[config.mk]
export PLATFORM = sky130hd
export DESIGN_NAME = dram_port_arbiter
export DESIGN_NICKNAME = d
export VERILOG_FILES = /design/src/rtl/dpa_pkg.sv /design/src/rtl/dpa_addr_latch.sv /design/src/rtl/dpa_pick.sv /design/src/rtl/dpa_cycle_timer.sv /design/src/rtl/dram_port_arbiter.sv
export SDC_FILE = /design/constraint.sdc
export NUM_CORES = 1
export LEC_CHECK = 0
export BUFFER_PORTS_ARGS = -buffer_cell sky130_fd_sc_hd__buf_2
export CORE_UTILIZATION = 45
export DETAILED_ROUTE_END_ITERATION = 16
export PLACE_DENSITY = 0.72
export SLEW_MARGIN = 10
export SYNTH_ARGS = -nofsm -noshare
export SYNTH_HDL_FRONTEND = slang
export SYNTH_HIERARCHICAL = 1
export SYNTH_SLANG_ARGS = --single-unit
[constraint.sdc]
create_clock -name clk -period 1.7 [get_ports clk]
set_input_delay 0.255 -clock clk [delete_from_list [all_inputs] [get_ports clk]]
set_output_delay 0.255 -clock clk [all_outputs]
set_load 0.03 [all_outputs]
[src/rtl/dpa_pkg.sv]
package dpa_pkg;

  typedef enum logic [1:0] {
    ST_IDLE    = 2'd0,
    ST_ACCESS  = 2'd1,
    ST_PRECH   = 2'd2,
    ST_REFRESH = 2'd3
  } arb_state_e;

  localparam int NUM_PORTS = 2;

endpackage

[src/rtl/dpa_addr_latch.sv]
module dpa_addr_latch #(
  parameter int W = 20
) (
  input  logic         clk,
  input  logic         rst,
  input  logic         req,
  input  logic [W-1:0] addr_in,
  output logic [W-1:0] addr_q
);

  logic req_d;

  always_ff @(posedge clk) begin
    if (rst) begin
      req_d  <= 1'b0;
      addr_q <= '0;
    end else begin
      req_d <= req;
      if (req && !req_d) begin
        addr_q <= addr_in;
      end
    end
  end

endmodule

[src/rtl/dpa_pick.sv]
module dpa_pick (
  input  logic req_a,
  input  logic req_b,
  input  logic lock,
  input  logic last_b,
  output logic any,
  output logic pick_b
);

  logic elig_a;
  logic elig_b;

  always_comb begin
    elig_a = req_a && !(lock && last_b);
    elig_b = req_b && !(lock && !last_b);
    any    = elig_a || elig_b;
    if (elig_a && elig_b) begin
      pick_b = !last_b;
    end else begin
      pick_b = elig_b;
    end
  end

endmodule

[src/rtl/dpa_cycle_timer.sv]
module dpa_cycle_timer #(
  parameter int W = 2
) (
  input  logic         clk,
  input  logic         rst,
  input  logic         load,
  input  logic [W-1:0] load_val,
  output logic         zero
);

  logic [W-1:0] cnt;

  always_ff @(posedge clk) begin
    if (rst) begin
      cnt <= '0;
    end else if (load) begin
      cnt <= load_val;
    end else if (cnt != '0) begin
      cnt <= cnt - 1'b1;
    end
  end

  assign zero = (cnt == '0);

endmodule

[src/rtl/dram_port_arbiter.sv]
module dram_port_arbiter #(
  parameter int ROW_W      = 9,
  parameter int COL_W      = 9,
  parameter int BANK_W     = 2,
  parameter int PRECHARGE  = 2,
  parameter int REF_CYCLES = 3
) (
  input  logic              clk,
  input  logic              rst,
  input  logic              req_a,
  input  logic [ROW_W-1:0]  row_a,
  input  logic [COL_W-1:0]  col_a,
  input  logic [BANK_W-1:0] bank_a,
  input  logic              req_b,
  input  logic [ROW_W-1:0]  row_b,
  input  logic [COL_W-1:0]  col_b,
  input  logic [BANK_W-1:0] bank_b,
  input  logic              lock,
  input  logic              refresh_req,
  output logic              ras,
  output logic              ref_cycle,
  output logic              ack_a,
  output logic              ack_b,
  output logic              grant_b,
  output logic [ROW_W-1:0]  row_o,
  output logic [COL_W-1:0]  col_o,
  output logic [BANK_W-1:0] bank_o
);
  import dpa_pkg::*;

  localparam int AW   = ROW_W + COL_W + BANK_W;
  localparam int TMAX = (PRECHARGE > REF_CYCLES) ? PRECHARGE : REF_CYCLES;
  localparam int TW   = (TMAX < 2) ? 1 : $clog2(TMAX + 1);
  localparam logic [TW-1:0] PRE_LOAD = TW'(PRECHARGE - 1);
  localparam logic [TW-1:0] REF_LOAD = TW'(REF_CYCLES - 1);

  initial begin
    if (PRECHARGE < 1 || REF_CYCLES < 1) begin
      $error("PRECHARGE and REF_CYCLES must be at least 1");
    end
  end

  // Per-port address capture
  logic [NUM_PORTS-1:0] port_req;
  logic [AW-1:0]        port_addr [NUM_PORTS];
  logic [AW-1:0]        port_held [NUM_PORTS];

  assign port_req     = {req_b, req_a};
  assign port_addr[0] = {row_a, col_a, bank_a};
  assign port_addr[1] = {row_b, col_b, bank_b};

  for (genvar p = 0; p < NUM_PORTS; p++) begin : g_port
    dpa_addr_latch #(.W(AW)) u_latch (
      .clk     (clk),
      .rst     (rst),
      .req     (port_req[p]),
      .addr_in (port_addr[p]),
      .addr_q  (port_held[p])
    );
  end

  assign {row_o, col_o, bank_o} = grant_b ? port_held[1] : port_held[0];

  // Owner choice
  logic any_elig;
  logic pick_b;

  dpa_pick u_pick (
    .req_a  (req_a),
    .req_b  (req_b),
    .lock   (lock),
    .last_b (grant_b),
    .any    (any_elig),
    .pick_b (pick_b)
  );

  // Sequencing
  arb_state_e state;
  logic       ref_pend;
  logic       ref_want;
  logic       tmr_zero;
  logic       tmr_load;
  logic [TW-1:0] tmr_val;
  logic       can_start;
  logic       start_ref;
  logic       start_acc;
  logic       owner_req;
  logic       end_acc;
  logic       end_ref;

  always_comb begin
    ref_want  = ref_pend || refresh_req;
    can_start = (state == ST_IDLE) || (state == ST_PRECH && tmr_zero);
    start_ref = can_start && ref_want;
    start_acc = can_start && !ref_want && any_elig;
    owner_req = grant_b ? req_b : req_a;
    end_acc   = (state == ST_ACCESS) && !owner_req;
    end_ref   = (state == ST_REFRESH) && tmr_zero;
    tmr_load  = start_ref || end_acc || end_ref;
    tmr_val   = start_ref ? REF_LOAD : PRE_LOAD;
  end

  dpa_cycle_timer #(.W(TW)) u_timer (
    .clk      (clk),
    .rst      (rst),
    .load     (tmr_load),
    .load_val (tmr_val),
    .zero     (tmr_zero)
  );

  always_ff @(posedge clk) begin
    if (rst) begin
      state     <= ST_IDLE;
      ref_pend  <= 1'b0;
      ras       <= 1'b0;
      ref_cycle <= 1'b0;
      ack_a     <= 1'b0;
      ack_b     <= 1'b0;
      grant_b   <= 1'b0;
    end else begin
      ref_pend <= ref_want && !start_ref;
      if (start_ref) begin
        state     <= ST_REFRESH;
        ras       <= 1'b1;
        ref_cycle <= 1'b1;
      end else if (start_acc) begin
        state   <= ST_ACCESS;
        ras     <= 1'b1;
        grant_b <= pick_b;
        ack_a   <= !pick_b;
        ack_b   <= pick_b;
      end else if (end_acc || end_ref) begin
        state     <= ST_PRECH;
        ras       <= 1'b0;
        ref_cycle <= 1'b0;
        ack_a     <= 1'b0;
        ack_b     <= 1'b0;
      end else if (state == ST_PRECH && tmr_zero) begin
        state <= ST_IDLE;
      end
    end
  end

endmodule

======== Yosys cells after proc, flatten, opt, wreduce, memory -nomap -nowiden ========
Index checks and enable logic that the tools add are counted.
storage, ports and cells
  register bits ........................... 52
  output and inout port bits .............. 25
operators by class
  reduce and logical (&&, ||, !) cells .... 40
  add/subtract/negate cells ............... 1
  bitwise gates (word level) .............. 1
  eq/ne operators ......................... 4
  muxes and demuxes ....................... 17
operators with widths
  cell                                                                    number
  20-bit 2-to-1 mux                                                       1
  1-bit logical AND                                                       14
  2-bit 2-to-1 mux                                                        7
  1-bit logical NOT                                                       9
  1-bit 2-to-1 mux                                                        9
  2-bit nonzero test                                                      4
  1-bit logical OR                                                        6
  2-bit AND reduction                                                     3
  2-bit equality test (second input constant)                             2
  2-bit logical NOT                                                       2
  4-bit nonzero test                                                      1
  3-bit nonzero test                                                      1
  2-bit by 1-bit equality test with 1-bit output (second input constant)  1
  2-bit != test (second input constant)                                   1
  2-bit by 1-bit subtractor with 2-bit output (second input constant)     1
  1-bit inverter                                                          1

======== Logic depth before layout (Yosys ltp) ========
  depth in word-level cells ............... 8
  mapped depth ............................ 7
  gate-level depth less buffers ........... 7

======== Hierarchy ========
Netlist, hierarchy kept.
by module, submodules not included
  module             times used  area each (µm²)  cells an instance
  dpa_addr_latch     2           945.9            93
  dram_port_arbiter  1           629.4            65
  dpa_cycle_timer    1           121.4            12
  dpa_pick           1           38.8             6

======== Worst setup path after synthesis ========
OpenSTA, ideal clock, no wires.
  path kind ............................... reg-to-reg
  from .................................... register grant_b
  to ...................................... register grant_b
  cell stages (with the launch flop) ...... 6
  library setup time ...................... 0.133 ns
  required time ........................... 1.567 ns
  data arrival time ....................... 1.577 ns
  path slack .............................. -0.010 ns
  buffers on the path ..................... 0
  cells stage by stage .................... dfxtp_1 mux2i_1 a21oi_1 or3b_1 o31ai_1 a21oi_1
between the ends
  word-level cells in the longest chain between the ends .. 7
RTL lines
  item                                      RTL line                  text
  start, declared                           dram_port_arbiter.sv:24   output logic grant_b,
  start signal, assigned                    dram_port_arbiter.sv:129  grant_b <= pick_b;
  1-bit logical NOT                         dpa_pick.sv:15            elig_b = req_b && !(lock && !last_b);
  1-bit logical AND                         dpa_pick.sv:15
  1-bit logical NOT                         dpa_pick.sv:15
  1-bit logical AND                         dpa_pick.sv:15
  1-bit logical OR (*)                      dpa_pick.sv:16            any = elig_a || elig_b;
  via any_elig                              dram_port_arbiter.sv:65   logic any_elig;
  1-bit logical AND (*)                     dram_port_arbiter.sv:95   start_acc = can_start && !ref_want && any_elig;
  2-bit AND reduction (no source line) (*)  --
Mark *: on every way through the listed nets, which the timed path passes. The rest lies on a longest branch.
A chain may end at the register's enable or synchronous reset.

======== Worst setup path after layout ========
  from .................................... register grant_b
  to ...................................... output row_o[4]
between the ends
  word-level cells in the longest chain between the ends .. 1
RTL lines
  item               RTL line                 text
  20-bit 2-to-1 mux  dram_port_arbiter.sv:62  assign {row_o, col_o, bank_o} = grant_b ? port_held[1] : port_held[0];
  end, declared      dram_port_arbiter.sv:25  output logic [ROW_W-1:0] row_o,
Every way passes these cells.

==> reports/metrics.csv <==
stage;metric;value;unit
detailed_routing;post-detailed-route wirelength per cell;15.3;um
floorplanning;die height;79.2;um
cts;clock slew at the register clock pins of the worst setup and hold paths;0.09;ns
final_layout;nets;379;
detailed_routing;Final ANT Viol Nets;0;
detailed_routing;routed via count;2196;
final_layout;finished layout cell area;0.00322;sq mm
grt;grt ovf;0;
final_layout;number of antenna repair diodes;0;
job;max cap viols;0;
critical_path;sort of element at the start of the critical path;flop;
timing;final hold viol count;0;
timing;number of endpoints failing setup at the final stage;0;
synthesis;number of cells produced by synthesis;269;
timing;slew at the pin closest to its max-slew limit;0.641;ns
cts;maximum level of the CTS H-tree;2;
cts;Clock Latency Late Sink;0.30;ns
worst_hold_path;startpoint of the worst hold path;col_b[5];
outcome;status;finished, final reports clean;
critical_path;count of cells along the worst register-to-register path;5;
detailed_routing;DRT Pass-1 Iters;4;
timing;Max Slew Vio Count;0;
critical_path;Crit Reg-Reg Endpoint;ack_b;
detailed_routing;number of DRC markers in iteration 0;120;
timing;minimum period implied by the final worst setup slack;1.65;ns
timing;top achievable clock speed;0.607;GHz
cts;CTS tree;yes;
critical_path;critical path's largest stage delay;0.39;ns
final_layout;final core occ;57.4;%
cts;clock tree root driver cell;clkbuf_8;
critical_path;required time of the critical path;1.44;ns
grt;maximum number of pins on one net before global-route repair;49;
floorplanning;Initial Utilization;47.8;%
cts;clk sink count;52;
critical_path;Critical Path Sink Type;output port;
critical_path;reg2reg start;grant_b;
floorplanning;Std-Cell Core Area;0.00561;sq mm
critical_path;endpoint arrival time on the critical path;1.39;ns
worst_hold_path;worst hold path endpoint;g_port[1].u_latch/addr_q[7];
synthesis;number of flip-flops and latches in the synthesized netlist;52;
pwr;power consumption;3090;uW
final_layout;count of fill cells added during filler insertion;525;
placement;half-perimeter wire length after detailed placement;4260;um
critical_path;register-to-register path setup slack;0.12;ns
synthesis;sequential fraction of the synthesis area;38.8;%
cts;hold_buf cts;0;
synthesis;synthesized area per cell;9.97;sq um
pwr;Leakage;0.00129;uW
synthesis;number of nets produced by synthesis;316;
final_layout;fraction of layout instances using a drive strength above 1;35.4;%
placement;global placement routability congestion;0.778;
grt;total track usage;20.6;%
cts;TritonCTS Buffers;5;
grt;global-route wire length before repair;10100;um
floorplanning;die width;79.2;um
timing;Fin Clk Skew;0.00226;ns
detailed_routing;routed wire length;6200;um
placement;IO buf count;70;
critical_path;Crit-path slowest cell;dfxtp_4;
floorplanning;number of placed I/O pins;71;
critical_path;chain of cells forming the critical path;buf_12 -> mux2_2 -> buf_2;
synthesis;count of unique library cells instantiated by Yosys;36;
synthesis;post-synth design cell area;0.00268;sq mm
grt;number of global-route vias before repair;2055;
timing;normalized max-slew margin;57.2;%
timing;final clock period utilization by the worst path;96.9;%
pwr;power density over cell area;960;mW/mm^2
grt;antenna violations before repair;0;
detailed_routing;DRC violation count after routing;0;
synthesis;Synth warnings;6;
placement;placed standard-cell area;0.00307;sq mm
floorplanning;floorplan row count;27;
detailed_routing;drt via density;5.42;
critical_path;highest fanout seen on the critical path;20;
critical_path;type of the worst setup path;reg2out;
floorplanning;floorplan die area;0.00627;sq mm
cts;clk buf depth;2;
timing;RSZ-0062 raised after global routing;true;
final_layout;area growth from synthesis to layout;20.0;%
worst_hold_path;cell depth of the worst hold path;3;
pwr;Worst VDD drop;551;uV
worst_hold_path;class of the most critical hold timing path;in2reg;
==> per-stage QoR <==
stage | setup slack [ns] | std cells | TNS [ns] | hold slack, ns
finish | 0.0533 | 405 | 0 | 0.214
global route | -0.000158 | 405 | -0.000158 | 0.220
CTS | 0.0177 | 404 | 0 | 0.209
detailed placement | 0.0745 | 396 | 0 | 0.453
global placement | 0.143 | 396 | 0 | 0.452
floorplan | 0.155 | 269 | 0 | 0.357
==> synthesized netlist by cell type, drive strengths merged <==
library cell	instances	area, sq um
dfxtp	52	1040
nand2b	44	275
o21ai	41	209
nand4bb	40	450
mux2	21	240
buf	18	100
nor2b	6	52.6
a21oi	5	25.0
clkbuf	5	23.8
inv	5	18.8
o211ai	4	30.0
nand3b	3	22.5
nor2	3	11.3
nand3	2	10.0
nand4	2	12.5
o31ai	2	15.0
o41ai	2	32.5
a211oi	1	7.51
a31oi	1	6.26
and2b	1	7.51
and3	1	6.26
ha	1	12.5
mux2i	1	10.0
nand2	1	3.75
nor3	1	10.0
nor3b	1	7.51
o21a	1	7.51
o32ai	1	8.76
or2	1	6.26
or3b	1	8.76
xor2	1	8.76
==> metal layers <==
layer | vias to the layer above | part of all wire [%] | track usage (%)
met5 | - | 0 | 0
met4 | 0 | 1.2 | 5.45
met3 | 8 | 4.5 | 3.79
met2 | 68 | 47 | 34.7
met1 | 1018 | 47 | 27.1
li1 | 1102 | - | -
==> power breakdown <==
group          leakage [uW]  internal (uW)  switching [uW]
sequential         0.000429           1340            99.1
clock             0.0000552            437             392
combinational      0.000804            369             453
total               0.00129           2140             945
==> repair_timing <==
| action | in CTS | in global routing |
|---|---|---|
| buffers inserted | 0 | 1 |
| resized for setup | 4 | 5 |
| endpoints found under the hold margin | 0 | 0 |
| endpoints found under the setup margin | 19 | 22 |
==> critical path, delay by kind of cell, from the launching register on <==
family	cells	cell delay (ns)
buffers and inverters	2	0.35
flip-flops	1	0.39
multiplexers	1	0.35
==> cell families (layout without fill, tap and decap cells) <==
family / Yosys count / count (layout) / share of synthesized area (%)
compound gates: 58 / 58 / 12.7
xor+xnor: 1 / 1 / 0.327
mux: 22 / 22 / 9.33
flops: 52 / 52 / 38.8
simple gates: 107 / 107 / 33.0
buf+inv: 28 / 92 / 5.32
fa+ha+maj: 1 / 1 / 0.467
==> layout make-up <==
class                           instances  area, sq um  share of cell area, %
Inverter                                5         18.8                  0.583
Timing Repair Buffer                   79          443                   13.8
Tap cell                               72         90.1                   2.80
Clock inverter                          2         35.0                   1.09
Sequential cell                        52         1050                   32.5
Multi-Input combinational cell        189         1510                   47.0
Clock buffer                            6         72.6                   2.26
==> placed cells by master (no fill, tap or decap), types with 5 or more instances in the layout <==
cell	count
mux2_2	20
buf_2	70
inv_1	5
a21oi_1	5
nand4bb_1	40
buf_4	7
o21ai_1	40
clkbuf_8	5
nand2b_1	43
dfxtp_1	50
==> worst max-delay path by stage <==
stage                   start  slack, ns             end  depth (start not counted)
2_1_floorplan         grant_b       0.16         grant_b                          5
3_3_place_gp            req_a       0.14           ack_b                          6
3_5_place_dp   u_timer/cnt[0]       0.07  u_timer/cnt[1]                          6
4_1_cts               grant_b       0.02        row_o[4]                          3
5_1_grt               grant_b    -0.0002        col_o[5]                          3
6_report              grant_b       0.05        row_o[4]                          3
==> flip-flops by register name, summed over array words and instances (netlist names) <==
register               count
g_port.u_latch/addr_q     40
state                      2
ack_a                      1
ref_pend                   1
u_timer/cnt                2
g_port.u_latch/req_d       2
ras                        1
ack_b                      1
ref_cycle                  1
grant_b                    1
(Power assumes the default switching activity.)
